### config.mk
export PLATFORM = sky130hd
export DESIGN_NAME = cfgx_translator
export DESIGN_NICKNAME = d
export VERILOG_FILES = /design/src/rtl/cfgx_pkg.sv /design/src/rtl/cfgx_datapath.sv /design/src/rtl/cfgx_control.sv /design/src/rtl/cfgx_translator.sv
export SDC_FILE = /design/constraint.sdc
export NUM_CORES = 1
export LEC_CHECK = 0
export ABC_AREA = 1
export BUFFER_PORTS_ARGS = -buffer_cell sky130_fd_sc_hd__buf_2
export CAP_MARGIN = 0
export CORE_MARGIN = 2
export CORE_UTILIZATION = 37
export CTS_CLUSTER_DIAMETER = 100
export DETAILED_ROUTE_END_ITERATION = 8
export GPL_TIMING_DRIVEN = 0
export PLACE_DENSITY = 0.79
export SKIP_LAST_GASP = 1
export SLEW_MARGIN = 20
export SYNTH_ARGS = -nofsm -noshare
export SYNTH_HDL_FRONTEND = slang
export SYNTH_SLANG_ARGS = --single-unit
### constraint.sdc
create_clock -name clk -period 1.7 [get_ports clk]
set_input_delay 0.51 -clock clk [delete_from_list [all_inputs] [get_ports clk]]
set_output_delay 0.51 -clock clk [all_outputs]
set_load 0.01 [all_outputs]
### src/rtl/cfgx_pkg.sv
package cfgx_pkg;
  typedef struct packed {
    logic capture;
    logic isRead;
  } ctlStrobes_t;
endpackage

### src/rtl/cfgx_datapath.sv
module cfgx_datapath
  import cfgx_pkg::*;
#(
  parameter int OFF_W  = 16,
  parameter int BUS_W  = 8,
  parameter int DATA_W = 32
) (
  input  logic                        clk,
  input  logic                        rstN,
  input  ctlStrobes_t                 strb,
  input  logic [OFF_W-1:0]            cpuOffset,
  input  logic [2*OFF_W-1:0]          mapCfg,
  input  logic [$clog2(DATA_W/8)-1:0] sizeCode,
  input  logic [BUS_W-1:0]            busNum,
  output logic                        xlateErr,
  output logic                        respErr,
  output logic [31:0]                 cfgAddr,
  output logic [DATA_W-1:0]           readFill
);
  localparam int IDSEL_LSB = 11;
  localparam int IDSEL_W   = 2*OFF_W - IDSEL_LSB;
  localparam int DEV_W     = $clog2(IDSEL_W);
  localparam int LANES     = DATA_W/8;
  localparam int SZ_W      = $clog2(LANES);
  localparam int BUS_POS   = 16;

  logic [2*OFF_W-1:0] composed;
  logic [IDSEL_W-1:0] idsel;
  logic [DEV_W-1:0]   devNum;
  logic [31:0]        nextAddr;
  logic [DATA_W-1:0]  fillComb;
  logic               unusedBits;

  assign composed   = {mapCfg[OFF_W-1:0], cpuOffset};
  assign idsel      = composed[2*OFF_W-1:IDSEL_LSB];
  assign unusedBits = ^{mapCfg[2*OFF_W-1:OFF_W+1], composed[1:0]};

  // lowest set select bit wins: scan from the top so the last hit is the lowest
  always_comb begin
    devNum = '0;
    for (int i = IDSEL_W-1; i >= 0; i--) begin
      if (idsel[i]) devNum = DEV_W'(i);
    end
  end

  assign xlateErr = mapCfg[OFF_W] | ~|idsel;

  assign nextAddr = 32'h8000_0000
                  | (32'(busNum) << BUS_POS)
                  | (32'(devNum) << IDSEL_LSB)
                  | (32'(composed[10:8]) << 8)
                  | (32'(composed[7:2]) << 2);

  genvar b;
  generate
    for (b = 0; b < LANES; b++) begin : g_lane
      assign fillComb[b*8 +: 8] = {8{(SZ_W+1)'(b) <= {1'b0, sizeCode}}};
    end
  endgenerate

  always_ff @(posedge clk) begin
    if (!rstN) begin
      respErr  <= 1'b0;
      cfgAddr  <= '0;
      readFill <= '0;
    end else if (strb.capture) begin
      respErr  <= xlateErr;
      cfgAddr  <= xlateErr ? 32'h0 : nextAddr;
      readFill <= (xlateErr && strb.isRead) ? fillComb : '0;
    end else begin
      respErr  <= 1'b0;
      cfgAddr  <= '0;
      readFill <= '0;
    end
  end

  AST_ERR_NO_ADDR: assert property (@(posedge clk) disable iff (!rstN)
    respErr |-> cfgAddr == 32'h0);
  AST_FILL_LOW_LANE: assert property (@(posedge clk) disable iff (!rstN)
    readFill != '0 |-> readFill[7:0] == 8'hFF && respErr);
  AST_ADDR_LOW_ZERO: assert property (@(posedge clk) disable iff (!rstN)
    cfgAddr[1:0] == 2'b00);
endmodule

### src/rtl/cfgx_control.sv
module cfgx_control
  import cfgx_pkg::*;
(
  input  logic        clk,
  input  logic        rstN,
  input  logic        reqValid,
  input  logic        reqWrite,
  input  logic        xlateErr,
  output ctlStrobes_t strb,
  output logic        respValid,
  output logic        cfgWrEn,
  output logic        cfgRdEn,
  output logic        statusClr
);
  logic goodReq;

  assign strb.capture = reqValid;
  assign strb.isRead  = ~reqWrite;
  assign goodReq      = reqValid & ~xlateErr;

  always_ff @(posedge clk) begin
    if (!rstN) begin
      respValid <= 1'b0;
      cfgWrEn   <= 1'b0;
      cfgRdEn   <= 1'b0;
      statusClr <= 1'b0;
    end else begin
      respValid <= reqValid;
      cfgWrEn   <= goodReq & reqWrite;
      cfgRdEn   <= goodReq & ~reqWrite;
      statusClr <= goodReq;
    end
  end

  AST_VALID_FOLLOWS: assert property (@(posedge clk) disable iff (!rstN)
    reqValid |=> respValid);
  AST_NO_SPURIOUS: assert property (@(posedge clk) disable iff (!rstN)
    !reqValid |=> !respValid && !statusClr);
  AST_CLR_WITH_RESP: assert property (@(posedge clk) disable iff (!rstN)
    statusClr |-> respValid);
  AST_WR_RD_EXCL: assert property (@(posedge clk) disable iff (!rstN)
    !(cfgWrEn && cfgRdEn));
endmodule

### src/rtl/cfgx_translator.sv
module cfgx_translator
  import cfgx_pkg::*;
#(
  parameter int OFF_W  = 16,
  parameter int BUS_W  = 8,
  parameter int DATA_W = 32
) (
  input  logic                        clk,
  input  logic                        rstN,
  input  logic                        reqValid,
  input  logic                        reqWrite,
  input  logic [OFF_W-1:0]            cpuOffset,
  input  logic [2*OFF_W-1:0]          mapCfg,
  input  logic [$clog2(DATA_W/8)-1:0] sizeCode,
  input  logic [BUS_W-1:0]            busNum,
  output logic                        respValid,
  output logic                        respErr,
  output logic [31:0]                 cfgAddr,
  output logic [DATA_W-1:0]           readFill,
  output logic                        cfgWrEn,
  output logic                        cfgRdEn,
  output logic                        statusClr
);
  ctlStrobes_t strb;
  logic        xlateErr;

  cfgx_control i_control (
    .clk       (clk),
    .rstN      (rstN),
    .reqValid  (reqValid),
    .reqWrite  (reqWrite),
    .xlateErr  (xlateErr),
    .strb      (strb),
    .respValid (respValid),
    .cfgWrEn   (cfgWrEn),
    .cfgRdEn   (cfgRdEn),
    .statusClr (statusClr)
  );

  cfgx_datapath #(.OFF_W(OFF_W), .BUS_W(BUS_W), .DATA_W(DATA_W)) i_datapath (
    .clk       (clk),
    .rstN      (rstN),
    .strb      (strb),
    .cpuOffset (cpuOffset),
    .mapCfg    (mapCfg),
    .sizeCode  (sizeCode),
    .busNum    (busNum),
    .xlateErr  (xlateErr),
    .respErr   (respErr),
    .cfgAddr   (cfgAddr),
    .readFill  (readFill)
  );

  AST_TYPE1_ERR: assert property (@(posedge clk) disable iff (!rstN)
    reqValid && mapCfg[OFF_W] |=> respErr);
  AST_ERR_BLOCKS: assert property (@(posedge clk) disable iff (!rstN)
    respErr |-> !cfgWrEn && !cfgRdEn && !statusClr);
  AST_OK_ENABLE: assert property (@(posedge clk) disable iff (!rstN)
    respValid && !respErr |-> cfgAddr[31]);
  AST_ERR_ONLY_VALID: assert property (@(posedge clk) disable iff (!rstN)
    respErr |-> respValid);
endmodule

Yosys cells after proc, flatten, opt, wreduce, memory -nomap -nowiden
Index checks and enable logic that the tools add are counted.

Mux-type cells: 22. $lt $le $gt $ge: 3. Reduce and logical (&&, ||, !) cells: 6. Bitwise gates (word level): 11.

Operators with widths (count): $mux 5 (21); $or 32x11->32 (1); $or 32x16->32 (1); $or 32x8->32 (1); $reduce_or 21->1 (1); $mux 8 (1); $le 2x2->1 const A (2); $not 1->1 (4); $and 1x1->1 (3); $reduce_and 3->1 (1); $reduce_or 3->1 (1); $le 1x2->1 const A (1); $reduce_and 2->1 (1); $logic_and 1x1->1 (1); $logic_not 1->1 (1); $or 1x1->1 (1).

Logic and storage cells: 50. Register bits after elaboration: 62.

Logic depth before layout (Yosys ltp)
Word-level depth: 24. Mapped depth: 19. Gate-level depth less buffers: 19.

By module
Synthesis repeated with hierarchy kept, for this count alone.

Cell total of the unflattened synthesis: 199. Area total of the unflattened synthesis: 1654.1 um2.

By module, submodules not included: cfgx_datapath (cells an instance 186, sequential area each 560.5 um2, area each 1530.2 um2, instances 1); cfgx_control (cells an instance 13, sequential area each 80.1 um2, area each 123.9 um2, instances 1).

Least setup slack after synthesis
OpenSTA, ideal clock, no wires.

Path type: input-to-reg. From: input port mapCfg[14]. To: register i_control.cfgRdEn. Stages: 9. Required time: 1.588 ns. Buffers on the path: 1. Arrival: 1.370 ns. Setup time: 0.112 ns. Slack: 0.218 ns. Path through: nor2_2 -> inv_1 -> nor4_2 -> nand3_2 -> nand2_1 -> nor2_2 -> inv_2 -> buf_4 -> nor2_1.

Longest elaborated chain between the ends: 6.

Ends and longest elaborated chain: from (decl) (RTL line cfgx_translator.sv:13) `input logic [2*OFF_W-1:0] mapCfg,`; $reduce_or 21->1 (RTL line cfgx_datapath.sv:46) `assign xlateErr = mapCfg[OFF_W] | ~|idsel;`; $logic_not 1->1 (RTL line cfgx_datapath.sv:46); $or 1x1->1 (RTL line cfgx_datapath.sv:46); $not 1->1 (RTL line cfgx_control.sv:19) `assign goodReq = reqValid & ~xlateErr;`; $and 1x1->1 (RTL line cfgx_control.sv:19); $and 1x1->1 (RTL line cfgx_control.sv:30) `cfgRdEn <= goodReq & ~reqWrite;`; to (signal assigned) (RTL line cfgx_control.sv:30); to (decl) (RTL line cfgx_control.sv:12) `output logic cfgRdEn,`.

No other way between the ends. A chain may end at the register's enable or synchronous reset.

==> qor.csv <==
stage;metric;value;unit
finish;commonest non-fill, non-tap cell in the layout;buf_2;
setup_path;CP max FO;8;
timing;min Tclk post-route;1.50;ns
timing;max-slew violations;0;
setup_path;Critical Path End Type;primary output;
finish;Area Overhead vs Synth;48.9;%
place;RePlAce Congestion;0.701;
power;power density over cell area;774;mW/mm2
synthesis;Post-Syn Instances;193;
power;Peak supply drop;0.327;mV
clocking;clock slew at reported path FFs;0.06;ns
finish;share of cells above drive strength 1;54.3;%
synthesis;Post-Syn Area per Cell;7.65;um2
clocking;CTS H-tree depth;2;
synthesis;ranking of synthesized cells by area;dfxtp_1 (43%), buf_4 (19%), inv_1 (9.9%), nand2_1 (7.4%), nor2_1 (6.6%);
setup_path;worst path cell trace;buf_4 -> buf_2;
clocking;Num CTS Buffers;5;
job;Max Cap Viol;0;
global_route;largest net degree at the start of global routing;12;
synthesis;Unique masters post-synth;21;
floorplan;full die area;0.00451;mm2
route;via count;1401;
power;switch share;22.8;%
place;dpl hpwl;2560;um
finish;final core utilization;58.7;%
timing;RSZ-0062 raised after global routing;no;
finish;Final Net Count;374;
route;Routed Antenna Nets;0;
clocking;TritonCTS clock tree;done;
route;DRC;0;
global_route;initial antenna violation count;0;
timing;final hold vios;0;
timing;Highest Clock Rate;0.667;GHz
place;Cell Area, Placed;0.00209;mm2
synthesis;Seq cells post-synth;32;
power;NetSw;0.388;mW
floorplan;Initial Util;39.4;%
power;power share of the clock group;41.3;%
route;drt wl/cell;8.18;um
power;internal power;1.31;mW
hold_path;Hold/Removal Path Class;in2reg;
clocking;Root Driver;clkbuf_8;
timing;period utilisation layout;88.2;%
setup_path;CP Launch Type;flop;
place;I/O Buffers;104;
synthesis;post-synth top area share;43.4;%
timing;final setup fails;0;
finish;multi-input logic area;404;um2
route;drt first pass iters;2;
timing;Hold WS;0.403;ns
global_route;first-pass GRT wire length;4240;um
floorplan;row cnt;22;
clocking;hold buffer count at CTS;0;
floorplan;Core ar.;0.00374;mm2
finish;total inserted antenna cells;0;
global_route;GRT Total Usage;12.7;%
global_route;vias in the first global route;1090;
route;DRT iter0 DRCs;23;
clocking;Post-CTS Resized;0;
power;sequential power share;45.6;%
global_route;GRT overflow;0;
clocking;post-CTS setup buffer count;0;
setup_path;slowest cell on the critical path;dfxtp_1;
setup_path;Critical Path AT;0.99;ns
finish;final instance area;0.00220;mm2
setup_path;critical path type;reg2out;
clocking;clk sinks;32;
floorplan;Ports;131;
setup_path;Worst EP required;1.19;ns
synthesis;Yosys warning count;0;
clocking;CTS Buffer Depth;2;
synthesis;mapped cell area;0.00148;mm2
finish;most frequent cells in the layout;buf_2 (104), inv_1 (39), buf_4 (38);
finish;fillers;370;
floorplan;die width;67.2;um
route;final wirelength;2950;um
run_status;status;finished, final reports clean;
power;LEAKAGE;1.43;nW
setup_path;max incr delay on CP;0.45;ns
synthesis;post-synth top area cell;dfxtp_1;
power;logic gate share of total power;13.1;%
synthesis;post-synthesis sequential area ratio;43.4;%
finish;Storage cell area;641;um2
floorplan;Die Y;67.2;um
route;DR vias/cell;3.88;
power by group through the flow:
| stage | logic [mW] | registers [mW] | clock network [mW] |
|---|---|---|---|
| floorplan | 0.116 | 0.803 | 0 |
| global placement | 0.222 | 0.792 | 0 |
| detailed placement | 0.226 | 0.793 | 0 |
| CTS | 0.227 | 0.776 | 0.722 |
| global route | 0.253 | 0.777 | 0.764 |
| finish | 0.223 | 0.776 | 0.702 |
flip-flops by register name, summed over array words and instances (netlist names):
signal	cells
i_control.cfgRdEn	1
i_datapath.readFill	4
i_control.statusClr	1
i_datapath.respErr	1
i_datapath.cfgAddr	23
i_control.cfgWrEn	1
i_control.respValid	1
critical path: cells and delay by family, from the launching register on:
kind	cells	cell delay, ns
DFF	1	0.45
buffers and inverters	2	0.27
path summary, 6_finish.rpt:
kind                                           from                                 to  slack [ns]  cells past startpoint
hold / removal                           mapCfg[16]  i_datapath.cfgAddr[14]$_SDFF_PP0_        0.40                      2
setup / recovery  i_datapath.readFill[6]$_SDFF_PN0_                        readFill[1]        0.20                      2
Yosys cell counts (all sizes together):
library cell	n
a2111oi	1
a21oi	4
a31o	1
a31oi	1
buf	39
conb	1
dfxtp	32
inv	44
nand2	30
nand3	3
nand4	1
nor2	31
nor3	4
nor4	1
through the flow:
stage          power (mW)  cells  worst slack, ns  setup TNS [ns]
4_1_cts              1.73    361            0.176               0
3_5_place_dp         1.02    353          -0.0956           -1.49
5_1_grt              1.79    361           0.0944               0
3_3_place_gp         1.01    353          -0.0633          -0.992
2_1_floorplan       0.919    201            0.218               0
6_report             1.70    361            0.200               0
cells by family (layout without fill, tap and decap cells):
group	Yosys count	after routing	synth area share [%]
buf+inv	83	195	31.3
other cells	1	9	0.254
simple gates	70	70	21.2
flops	32	32	43.4
compound gates	7	7	3.90
final cells by class:
class | count | area share, %
multi-input combinational | 86 | 18.4
tap | 48 | 2.73
buffer | 39 | 13.5
inverter | 44 | 7.51
clock inverter | 3 | 1.94
clock buffer | 5 | 3.13
timing repair buffer | 104 | 23.7
sequential | 32 | 29.1
metal layers:
metal | global-route usage (%) | share of wire [%]
met4 | 4.59 | 1.3
met1 | 12.9 | 36
met3 | 5.17 | 12
met5 | 0 | 0
met2 | 23.1 | 50
Note: power is estimated with default switching activity, not from simulation.
